--- config.mk ---
export PLATFORM = sky130hd
export DESIGN_NAME = conv_enc_k7
export DESIGN_NICKNAME = d
export VERILOG_FILES = /design/src/rtl/conv_enc_pkg.sv /design/src/rtl/conv_enc_window.sv /design/src/rtl/conv_enc_tap.sv /design/src/rtl/conv_enc_ctrl.sv /design/src/rtl/conv_enc_outreg.sv /design/src/rtl/conv_enc_k7.sv
export SDC_FILE = /design/constraint.sdc
export NUM_CORES = 1
export LEC_CHECK = 0
export BUFFER_PORTS_ARGS = -buffer_cell sky130_fd_sc_hd__buf_4
export CAP_MARGIN = 20
export CORE_MARGIN = 5
export CORE_UTILIZATION = 50
export CTS_CLUSTER_DIAMETER = 100
export DETAILED_ROUTE_END_ITERATION = 8
export GPL_TIMING_DRIVEN = 0
export PLACE_DENSITY_LB_ADDON = 0.25
export RECOVER_POWER = 25
export SKIP_CTS_REPAIR_TIMING = 1
export SYNTH_ARGS = -nofsm -noshare
export SYNTH_HDL_FRONTEND = slang
export SYNTH_HIERARCHICAL = 1
export SYNTH_SLANG_ARGS = --single-unit
--- constraint.sdc ---
create_clock -name clk -period 4.4 [get_ports clk]
set_clock_uncertainty 0.2 [all_clocks]
set_input_delay 0.66 -clock clk [delete_from_list [all_inputs] [get_ports clk]]
set_output_delay 0.66 -clock clk [all_outputs]
set_load 0.01 [all_outputs]
--- src/rtl/conv_enc_pkg.sv ---
package conv_enc_pkg;
  localparam int unsigned CE_K      = 7;
  localparam int unsigned CE_NOUT   = 2;
  localparam logic [CE_K-1:0] CE_MASK_HI = 7'b1101101; // delays 0,2,3,5,6
  localparam logic [CE_K-1:0] CE_MASK_LO = 7'b1001111; // delays 0,1,2,3,6

  typedef enum logic [0:0] {
    MODE_DATA = 1'b0,
    MODE_TAIL = 1'b1
  } ce_mode_e;
endpackage

--- src/rtl/conv_enc_window.sv ---
module conv_enc_window #(
  parameter int unsigned K = 7
) (
  input  logic         clk,
  input  logic         rst,
  input  logic         step,
  input  logic         bit_in,
  output logic [K-1:0] window,
  output logic [K-2:0] mem_q
);
  // mem_q[i] holds the bit from delay i+1
  always_ff @(posedge clk) begin
    if (rst) begin
      mem_q <= '0;
    end else if (step) begin
      mem_q <= {mem_q[K-3:0], bit_in};
    end
  end

  assign window = {mem_q, bit_in};


  stall_hold_chk: assert property (@(posedge clk) disable iff (rst)
    !step |=> $stable(mem_q));
endmodule

--- src/rtl/conv_enc_tap.sv ---
module conv_enc_tap #(
  parameter int unsigned K    = 7,
  parameter logic [K-1:0] MASK = '1
) (
  input  logic [K-1:0] window,
  output logic         parity
);
  logic [K-1:0] chain;

  generate
    for (genvar i = 0; i < K; i++) begin : g_tap
      if (i == 0) begin : g_first
        assign chain[i] = MASK[i] & window[i];
      end else begin : g_rest
        assign chain[i] = chain[i-1] ^ (MASK[i] & window[i]);
      end
    end
  endgenerate

  assign parity = chain[K-1];
endmodule

--- src/rtl/conv_enc_ctrl.sv ---
module conv_enc_ctrl
  import conv_enc_pkg::*;
#(
  parameter int unsigned K = 7
) (
  input  logic clk,
  input  logic rst,
  input  logic in_valid,
  input  logic flush_req,
  input  logic out_valid,
  input  logic out_ready,
  output logic in_ready,
  output logic step,
  output logic feed_zero
);
  localparam int unsigned CW    = $clog2(K);
  localparam logic [CW-1:0] TAIL_LEN = CW'(K - 1);

  ce_mode_e      mode_q;
  logic [CW-1:0] tail_q;
  logic          slot_free;
  logic          tail_fire;

  assign slot_free = !out_valid || out_ready;
  assign in_ready  = (mode_q == MODE_DATA) && slot_free;
  assign tail_fire = (mode_q == MODE_TAIL) && slot_free;
  assign step      = (in_valid && in_ready) || tail_fire;
  assign feed_zero = (mode_q == MODE_TAIL);

  always_ff @(posedge clk) begin
    if (rst) begin
      mode_q <= MODE_DATA;
      tail_q <= '0;
    end else begin
      case (mode_q)
        MODE_DATA: begin
          if (flush_req) begin
            mode_q <= MODE_TAIL;
            tail_q <= TAIL_LEN;
          end
        end
        MODE_TAIL: begin
          if (tail_fire) begin
            if (tail_q == CW'(1)) begin
              mode_q <= MODE_DATA;
              tail_q <= '0;
            end else begin
              tail_q <= tail_q - CW'(1);
            end
          end
        end
        default: mode_q <= MODE_DATA;
      endcase
    end
  end


  tail_range_chk: assert property (@(posedge clk) disable iff (rst)
    (mode_q == MODE_TAIL) |-> (tail_q != '0 && tail_q <= TAIL_LEN));


  no_restart_chk: assert property (@(posedge clk) disable iff (rst)
    (mode_q == MODE_TAIL && !tail_fire) |=> $stable(tail_q));
endmodule

--- src/rtl/conv_enc_outreg.sv ---
module conv_enc_outreg #(
  parameter int unsigned W = 2
) (
  input  logic         clk,
  input  logic         rst,
  input  logic         load,
  input  logic [W-1:0] d,
  input  logic         ready,
  output logic         valid,
  output logic [W-1:0] q
);
  always_ff @(posedge clk) begin
    if (rst) begin
      valid <= 1'b0;
      q     <= '0;
    end else if (load) begin
      valid <= 1'b1;
      q     <= d;
    end else if (ready) begin
      valid <= 1'b0;
    end
  end


  out_hold_chk: assert property (@(posedge clk) disable iff (rst)
    (valid && !ready) |=> (valid && $stable(q)));
endmodule

--- src/rtl/conv_enc_k7.sv ---
module conv_enc_k7
  import conv_enc_pkg::*;
#(
  parameter int unsigned K = CE_K,
  parameter logic [K-1:0] MASK_HI = CE_MASK_HI,
  parameter logic [K-1:0] MASK_LO = CE_MASK_LO
) (
  input  logic                clk,
  input  logic                rst,
  input  logic                in_valid,
  output logic                in_ready,
  input  logic                in_bit,
  input  logic                flush_req,
  output logic                out_valid,
  input  logic                out_ready,
  output logic [CE_NOUT-1:0]  out_sym
);
  logic               step;
  logic               feed_zero;
  logic               enc_bit;
  logic [K-1:0]       window;
  logic [K-2:0]       mem_q;
  logic [CE_NOUT-1:0] sym_d;

  assign enc_bit = feed_zero ? 1'b0 : in_bit;

  conv_enc_ctrl #(.K(K)) u_ctrl (
    .clk(clk), .rst(rst), .in_valid(in_valid), .flush_req(flush_req),
    .out_valid(out_valid), .out_ready(out_ready), .in_ready(in_ready),
    .step(step), .feed_zero(feed_zero)
  );

  conv_enc_window #(.K(K)) u_win (
    .clk(clk), .rst(rst), .step(step), .bit_in(enc_bit),
    .window(window), .mem_q(mem_q)
  );

  generate
    for (genvar g = 0; g < CE_NOUT; g++) begin : g_par
      conv_enc_tap #(.K(K), .MASK((g == 1) ? MASK_HI : MASK_LO)) u_tap (
        .window(window), .parity(sym_d[g])
      );
    end
  endgenerate

  conv_enc_outreg #(.W(CE_NOUT)) u_out (
    .clk(clk), .rst(rst), .load(step), .d(sym_d), .ready(out_ready),
    .valid(out_valid), .q(out_sym)
  );


  tail_zero_chk: assert property (@(posedge clk) disable iff (rst)
    (step && feed_zero) |=> (mem_q[0] == 1'b0));


  flush_clear_chk: assert property (@(posedge clk) disable iff (rst)
    $fell(feed_zero) |-> (mem_q == '0));


  sym_origin_chk: assert property (@(posedge clk) disable iff (rst)
    $rose(out_valid) |-> $past(step));
endmodule

---- After elaboration in Yosys (flattened, before gate mapping) ----
Index checks and enable logic that the tools add are counted.
storage, ports and cells
  bits in registers ....................... 13
cells by class
  multiplexer cells ....................... 11
  eq/ne operators ......................... 3
  $add $sub $neg .......................... 1
  bitwise logic cells ..................... 9
  reduce and logical (&&, ||, !) cells .... 8
operators with widths
  operator                                          number
  two-way mux 3 bit                                 3
  bitwise XOR 1 bit                                 8
  two-way mux 1 bit                                 6
  one-hot mux 3 bit (2 select lines)                1
  inequality test 2 bit, second input constant      2
  == test 3 x 1 -> 1 bit, second input constant     1
  logical AND 1 bit                                 3
  subtractor 3 x 1 -> 3 bit, second input constant  1
  logical OR 1 bit                                  2
  one-hot mux 1 bit (2 select lines)                1
  AND reduction 2 bit                               1
  nonzero test 2 bit                                1
  logical NOT 1 bit                                 1
  NOT 1 bit                                         1

---- Logic depth before layout (Yosys ltp) ----
Gate-level depths: netlist (run 1).
  depth in word-level cells ............... 6
  depth in mapped cells ................... 6
  mapped depth without buffers ............ 5

---- Modules after synthesis ----
The synthesis (run 1) kept the hierarchy.
by module, submodules not included
  module           cells each  area an instance (sq um)  times used  seq. area each (sq um)
  conv_enc_window  26          266.5                     1           120.1
  conv_enc_ctrl    28          246.5                     1           80.1
  conv_enc_outreg  10          102.6                     1           60.1
  conv_enc_tap     3           40.0                      2           0.0
  conv_enc_k7      1           13.8                      1           0.0

---- Worst setup path after synthesis (run 1) ----
Ideal clock, no wire load.
  path type ............................... input to output
  start ................................... input out_ready
  end ..................................... output in_ready
  buffers on the path ..................... 0
  cell stages on the path ................. 2
  arrival ................................. 1.042 ns
  required time ........................... 3.540 ns
  slack ................................... 2.498 ns
  cells stage by stage .................... and2b_2 -> nor2_1
between the ends
  longest elaborated chain between the ends .. 2
ends and longest elaborated chain
  what               RTL line             text
  from (decl)        conv_enc_k7.sv:15    input logic out_ready,
  logical OR 1 bit   conv_enc_ctrl.sv:24  assign slot_free = !out_valid || out_ready;
  logical AND 1 bit  conv_enc_ctrl.sv:25  assign in_ready = (mode_q == MODE_DATA) && slot_free;
  to (decl)          conv_enc_k7.sv:11    output logic in_ready,
Every way passes these cells.

---- Final worst setup path (run 1) ----
Ends and elaborated chain as after synthesis.

==> metrics.cfg, run 1 <==
[die]
dieWidth_um = 47.47
start_util = 0.5328
coreArea_um2 = 1318
fp.dieH_um = 47.47
ios = 10
num_rows = 13
die_area_um2 = 2253

[clocking]
cts.sinks = 13
cts_buffers = 3
cts.path.max_buffers = 2
cts_max_level = 1
clock_latency_ps = 270
root_buffer = clkbuf_4
clkTransAtPathRegs_ps = 70
cts_tree = yes

[worst_setup_path]
required_ps = 3540
startpoint_type = input port
cpPeakStageDelay_ps = 250
path_cells = clkbuf_4 > and2b_1 > nor2_1 > buf_4
path_max_fanout = 4
crit_type = input port to output pin
crit_path_top_delay_cell = and2b_1
crit_path_end_kind = output pin
cp.arrival_ps = 1210

[sta]
fin_crit_ps = 2074
hold_viol = 0
period_share = 0.4713
max_freq_mhz = 482.2
setup_ws_ps = 2326
rsz0062_at_grt = false
setup-violations-final = 0
slew_headroom = 0.7599
final_max_slew_viol_count = 0
setup_tns_ps = 0
worst-slew-pin-transition_ps = 358.8

[cells_and_area]
nets = 92
area_growth_pct = 15.33
final_cell_area_um2 = 809.5
antennaDiodeCount = 0
utilization = 0.6144
drive_above_1_share = 0.2651
fillers = 125

[status]
status = finished, final reports clean

[placed_design]
dpl-instance-area_um2 = 788.3
portBuffers = 9
dp_hpwl_um = 825.7
gp_congestion = 0.6860
pre_cts_ws_ps = 2332

[power_and_ir_drop]
powerDensity_nw_per_um2 = 323.5
switching_power_w = 0.00006886
p_seq_frac = 0.501
switching_share = 0.2630
internal-power_w = 0.0001930
p_total_w = 0.0002619
clockPowerShare = 0.277
ir_drop_mv = 0.1486
leakage_nw = 0.3985
combPwrFrac = 0.222

[detailed_routing]
drt_wl_total_um = 1110
via_per_inst = 4.837
via_count = 474
final_antenna_net_count = 0
drt_iter0_markers = 4
first_pass_iters = 2
drc = 0
wl_per_cell_um = 11.33

[min_path]
hp-class = flip-flop to flip-flop

[synth]
synth_area_per_cell_um2 = 10.03
netlist_area_um2 = 701.9
syn_nets = 78
ys_warn_count = 6
netlist_instances = 70

[global_routing]
grt_max_degree = 14
grt_pass1_vias = 468
antenna_found_initial = 0
grt-ovfl-total = 0
grt.total_usage = 0.1270
grt_first_pass_wirelength_um = 1932

[job]
maxCapViolations = 0

## power groups by stage
stage	sequential (W)	combinational, W	clock (W)
2_1_floorplan	0.000134	0.0000415	0
3_3_place_gp	0.000133	0.0000579	0
3_5_place_dp	0.000134	0.0000589	0
4_1_cts	0.000131	0.0000596	0.0000763
5_1_grt	0.000132	0.0000638	0.0000841
6_report	0.000131	0.0000582	0.0000726
## through the flow
stage,hold WS (ps),std cells
finish,299.4,98
global route,343.6,98
CTS,307.2,98
detailed placement,288.0,94
global placement,277.6,94
floorplan,260.1,70
## final timing paths
check	from	endpoint	slack [ps]	cells past startpoint
setup reg to reg	u_ctrl/feed_zero	u_win/mem_q[4]	2650	6
hold / removal	u_win/mem_q[3]	u_win/mem_q[3]	300	2
hold reg to reg	u_win/mem_q[3]	u_win/mem_q[3]	300	2
setup / recovery	out_ready	in_ready	2330	4
## final cells by class
cell class,instances,area (um2),share of cell area
multi-input cells,46,364.1,0.4498
inverters,3,11.26,0.01391
plain buffers,8,61.31,0.07573
well taps,15,18.77,0.02318
clock buffers,4,26.28,0.03246
flip-flops and latches,13,260.3,0.3215
repair buffers,9,67.56,0.08346
## worst max-delay path, delay by kind of cell
kind | cells | cell delay, ps
buffers and inverters | 2 | 250
AND/OR/NAND/NOR | 2 | 300
## layer usage
metal | track usage | up-vias | part of all wire
li1 | - | 256 | -
met1 | 0.1744 | 211 | 0.53
met2 | 0.1738 | 7 | 0.44
met3 | 0.04511 | 0 | 0.039
met4 | 0.06630 | 0 | 0
met5 | 0 | - | 0
## sequential cells by signal, indices dropped and copies added (netlist names)
register / flops
u_ctrl/feed_zero: 1
u_win/mem_q: 6
u_out/q: 2
u_ctrl/tail_q: 3
u_out/valid: 1
## layout by cell type, fill, tap and decap left out
cell type and count:
a211o_1 1, a211oi_1 1, a21oi_1 2, a311oi_1 1, a41oi_1 1, and2b_1 1
buf_2 1, buf_4 13, buf_6 1, clkbuf_1 1, clkbuf_4 5, dfxtp_1 13
ha_1 2, inv_1 3, mux2i_1 8, nand2_1 1, nand2b_1 2, nand2b_4 1
nand4_1 1, nor2_1 12, nor2b_1 1, nor2b_4 1, nor3_1 2, nor3b_1 1
o31a_1 1, xnor2_1 2, xnor3_1 2, xor2_1 2
Power figures use the tool's default switching activity.
==> run 2: changes to the inputs <==
--- a/config.mk
+++ b/config.mk
@@ -5,10 +5,11 @@
 export SDC_FILE = /design/constraint.sdc
 export NUM_CORES = 1
 export LEC_CHECK = 0
+export ABC_AREA = 1
 export BUFFER_PORTS_ARGS = -buffer_cell sky130_fd_sc_hd__buf_4
 export CAP_MARGIN = 20
 export CORE_MARGIN = 5
-export CORE_UTILIZATION = 50
+export CORE_UTILIZATION = 49
 export CTS_CLUSTER_DIAMETER = 100
 export DETAILED_ROUTE_END_ITERATION = 8
 export GPL_TIMING_DRIVEN = 0
==> constraint.sdc (replaced) <==
create_clock -name clk -period 1.85 [get_ports clk]
set_clock_uncertainty 0.2 [all_clocks]
set_input_delay 0.2775 -clock clk [delete_from_list [all_inputs] [get_ports clk]]
set_output_delay 0.2775 -clock clk [all_outputs]
set_load 0.01 [all_outputs]
==> metrics.cfg, run 2 <==
[status]
status = finished, violations left
violations = hold timing

[worst_setup_path]
crit_type = flip-flop to flip-flop
crit_top_cell = nor2_1
cp.arrival_ps = 1590  ; +380 ps
crit_path_top_delay_cell = dfxtp_1
required_ps = 1820  ; -1720 ps
path_delay_family = simple AND/OR/NAND/NOR gates
cp_num_buf_inv = 1  ; -1
crit_path_end_kind = flip-flop
path_max_fanout = 10  ; +6
path_cells = nor2_1 > nor2_1 > buf_6 > nand2_1 > nand2_1 > nor2_1
cpPeakStageDelay_ps = 490  ; +240 ps
startpoint_type = flip-flop
r2r_slack_ps = 240  ; -2410 ps

[min_path]
hp-class = input port to flip-flop

[power_and_ir_drop]
internal-power_w = 0.0004959  ; +160%
ir_drop_mv = 0.4839  ; +230%
clockPowerShare = 0.242  ; -0.035
p_seq_frac = 0.450  ; -0.051
switching_power_w = 0.0002443  ; +250%
combPwrFrac = 0.307  ; +0.085
leakage_nw = 0.5077  ; +27%
powerDensity_nw_per_um2 = 833.3  ; +160%
switching_share = 0.3301  ; +0.06710

[cells_and_area]
drive_above_1_share = 0.1786  ; -0.08649
nets = 149  ; +62%
final_common_cell = nand2_1
final_cell_mix = 37 x nand2_1, 26 x inv_1, 19 x nor2_1
area_growth_pct = 13.24
top_regs = u_win/mem_q x6, u_ctrl/tail_q x3, u_out/q x2
final_cell_area_um2 = 888.4  ; +9.7%
top_register = u_win/mem_q
largest_reg_flops = 6  ; unchanged
antennaDiodeCount = 0  ; unchanged

[die]
start_util = 0.5208  ; -0.01200
coreArea_um2 = 1506  ; +14%
fp.dieH_um = 50.01  ; +5.4%
num_rows = 14  ; +1
ios = 10  ; unchanged
dieWidth_um = 50.01  ; +5.4%
die_area_um2 = 2501  ; +11%

[sta]
period_share = 0.8729
worst-slew-pin-transition_ps = 446.9  ; +88.10 ps
setup-violations-final = 0  ; unchanged
setup_ws_ps = 235.1  ; -2091 ps
fin_crit_ps = 1615
slew_headroom = 0.7010  ; -0.05895
whs_ps = -0.9909  ; -300.4 ps
max_freq_mhz = 619.2
rsz0062_at_grt = false
setup_tns_ps = 0  ; unchanged
final_max_slew_viol_count = 0  ; unchanged
hold_viol = 1  ; +1

[detailed_routing]
final_antenna_net_count = 0  ; unchanged
via_per_inst = 4.436  ; -8.3%
first_pass_iters = 2  ; unchanged
wl_per_cell_um = 8.494  ; -25%
via_count = 692  ; +46%
drt_iter0_markers = 4  ; unchanged
drc = 0  ; unchanged
drt_wl_total_um = 1325  ; +19%

[synth]
netlist_instances = 127  ; +81%
ys_warn_count = 6  ; unchanged
netlist_area_um2 = 784.5  ; +12%
syn_nets = 135  ; +73%
synth_area_per_cell_um2 = 6.177  ; -38%

[global_routing]
grt_first_pass_wirelength_um = 2373  ; +23%
antenna_found_initial = 0  ; unchanged
grt.total_usage = 0.1211  ; -0.005932
grt_pass1_vias = 592  ; +26%
grt_max_degree = 11  ; -3
grt-ovfl-total = 0  ; unchanged

[placed_design]
dp_hpwl_um = 1052  ; +27%
portBuffers = 9  ; unchanged
gp_congestion = 0.7352  ; +7.2%
dpl-instance-area_um2 = 872.1  ; +11%
pre_cts_ws_ps = 250.2  ; -2081 ps

[clocking]
clkTransAtPathRegs_ps = 90  ; +20 ps
cts_tree = yes
cts.path.max_buffers = 2  ; unchanged
cts.sinks = 13  ; unchanged
clock_latency_ps = 280  ; about the same
root_buffer = clkbuf_4
cts_buffers = 3  ; unchanged
cts_max_level = 1  ; unchanged

[job]
maxCapViolations = 0  ; unchanged

[run 2: power by group through the flow]
| stage | clock network, W | logic, W | registers (W) |
|---|---|---|---|
| after CTS | 0.000189 | 0.000236 | 0.000334 |
| after floorplan | 0 | 0.000176 | 0.000341 |
| after global placement | 0 | 0.000226 | 0.000340 |
| final | 0.000179 | 0.000228 | 0.000333 |
| after detailed placement | 0 | 0.000236 | 0.000340 |
| after global routing | 0.000198 | 0.000266 | 0.000338 |
[run 2: final cells by class]
| type | count | area [um2] |
|---|---|---|
| multi-input combinational | 80 | 364.1 |
| tap | 16 | 20.02 |
| timing repair buffer | 9 | 60.06 |
| inverter | 27 | 101.3 |
| clock buffer | 4 | 26.28 |
| buffer | 7 | 56.30 |
| fill | 149 | 618.1 |
| sequential | 13 | 260.3 |
[run 2: path summary, 6_finish.rpt]
| path | from | cells past startpoint | end |
|---|---|---|---|
| setup / recovery | u_ctrl/feed_zero | 6 | u_win/mem_q[1] |
| hold / removal | rst | 2 | u_out/valid |
| setup reg to reg | u_ctrl/feed_zero | 6 | u_win/mem_q[1] |
| hold reg to reg | u_ctrl/tail_q[1] | 2 | u_ctrl/tail_q[1] |
[run 2: stage by stage]
step	total power, W	utilization	cells
2_1_floorplan	0.0005172	-	127
3_3_place_gp	0.0005657	0.5789	152
3_5_place_dp	0.0005760	0.5789	152
4_1_cts	0.0007586	0.5963	156
5_1_grt	0.0008023	0.5897	156
6_report	0.0007402	0.5897	156
[run 2: metal layers]
metal,part of all wire,vias up,track usage
met5,0,-,0
met4,0.021,0,0.07860
met3,0.045,4,0.04217
met2,0.44,11,0.1653
met1,0.49,287,0.1570
li1,-,390,-
[run 2: worst reg2reg max path, delay by kind of cell, from the launching register on]
kind / cells / cell delay [ps]
AND/OR/NAND/NOR: 5 / 620
flip-flops: 1 / 490
buffers and inverters: 1 / 200
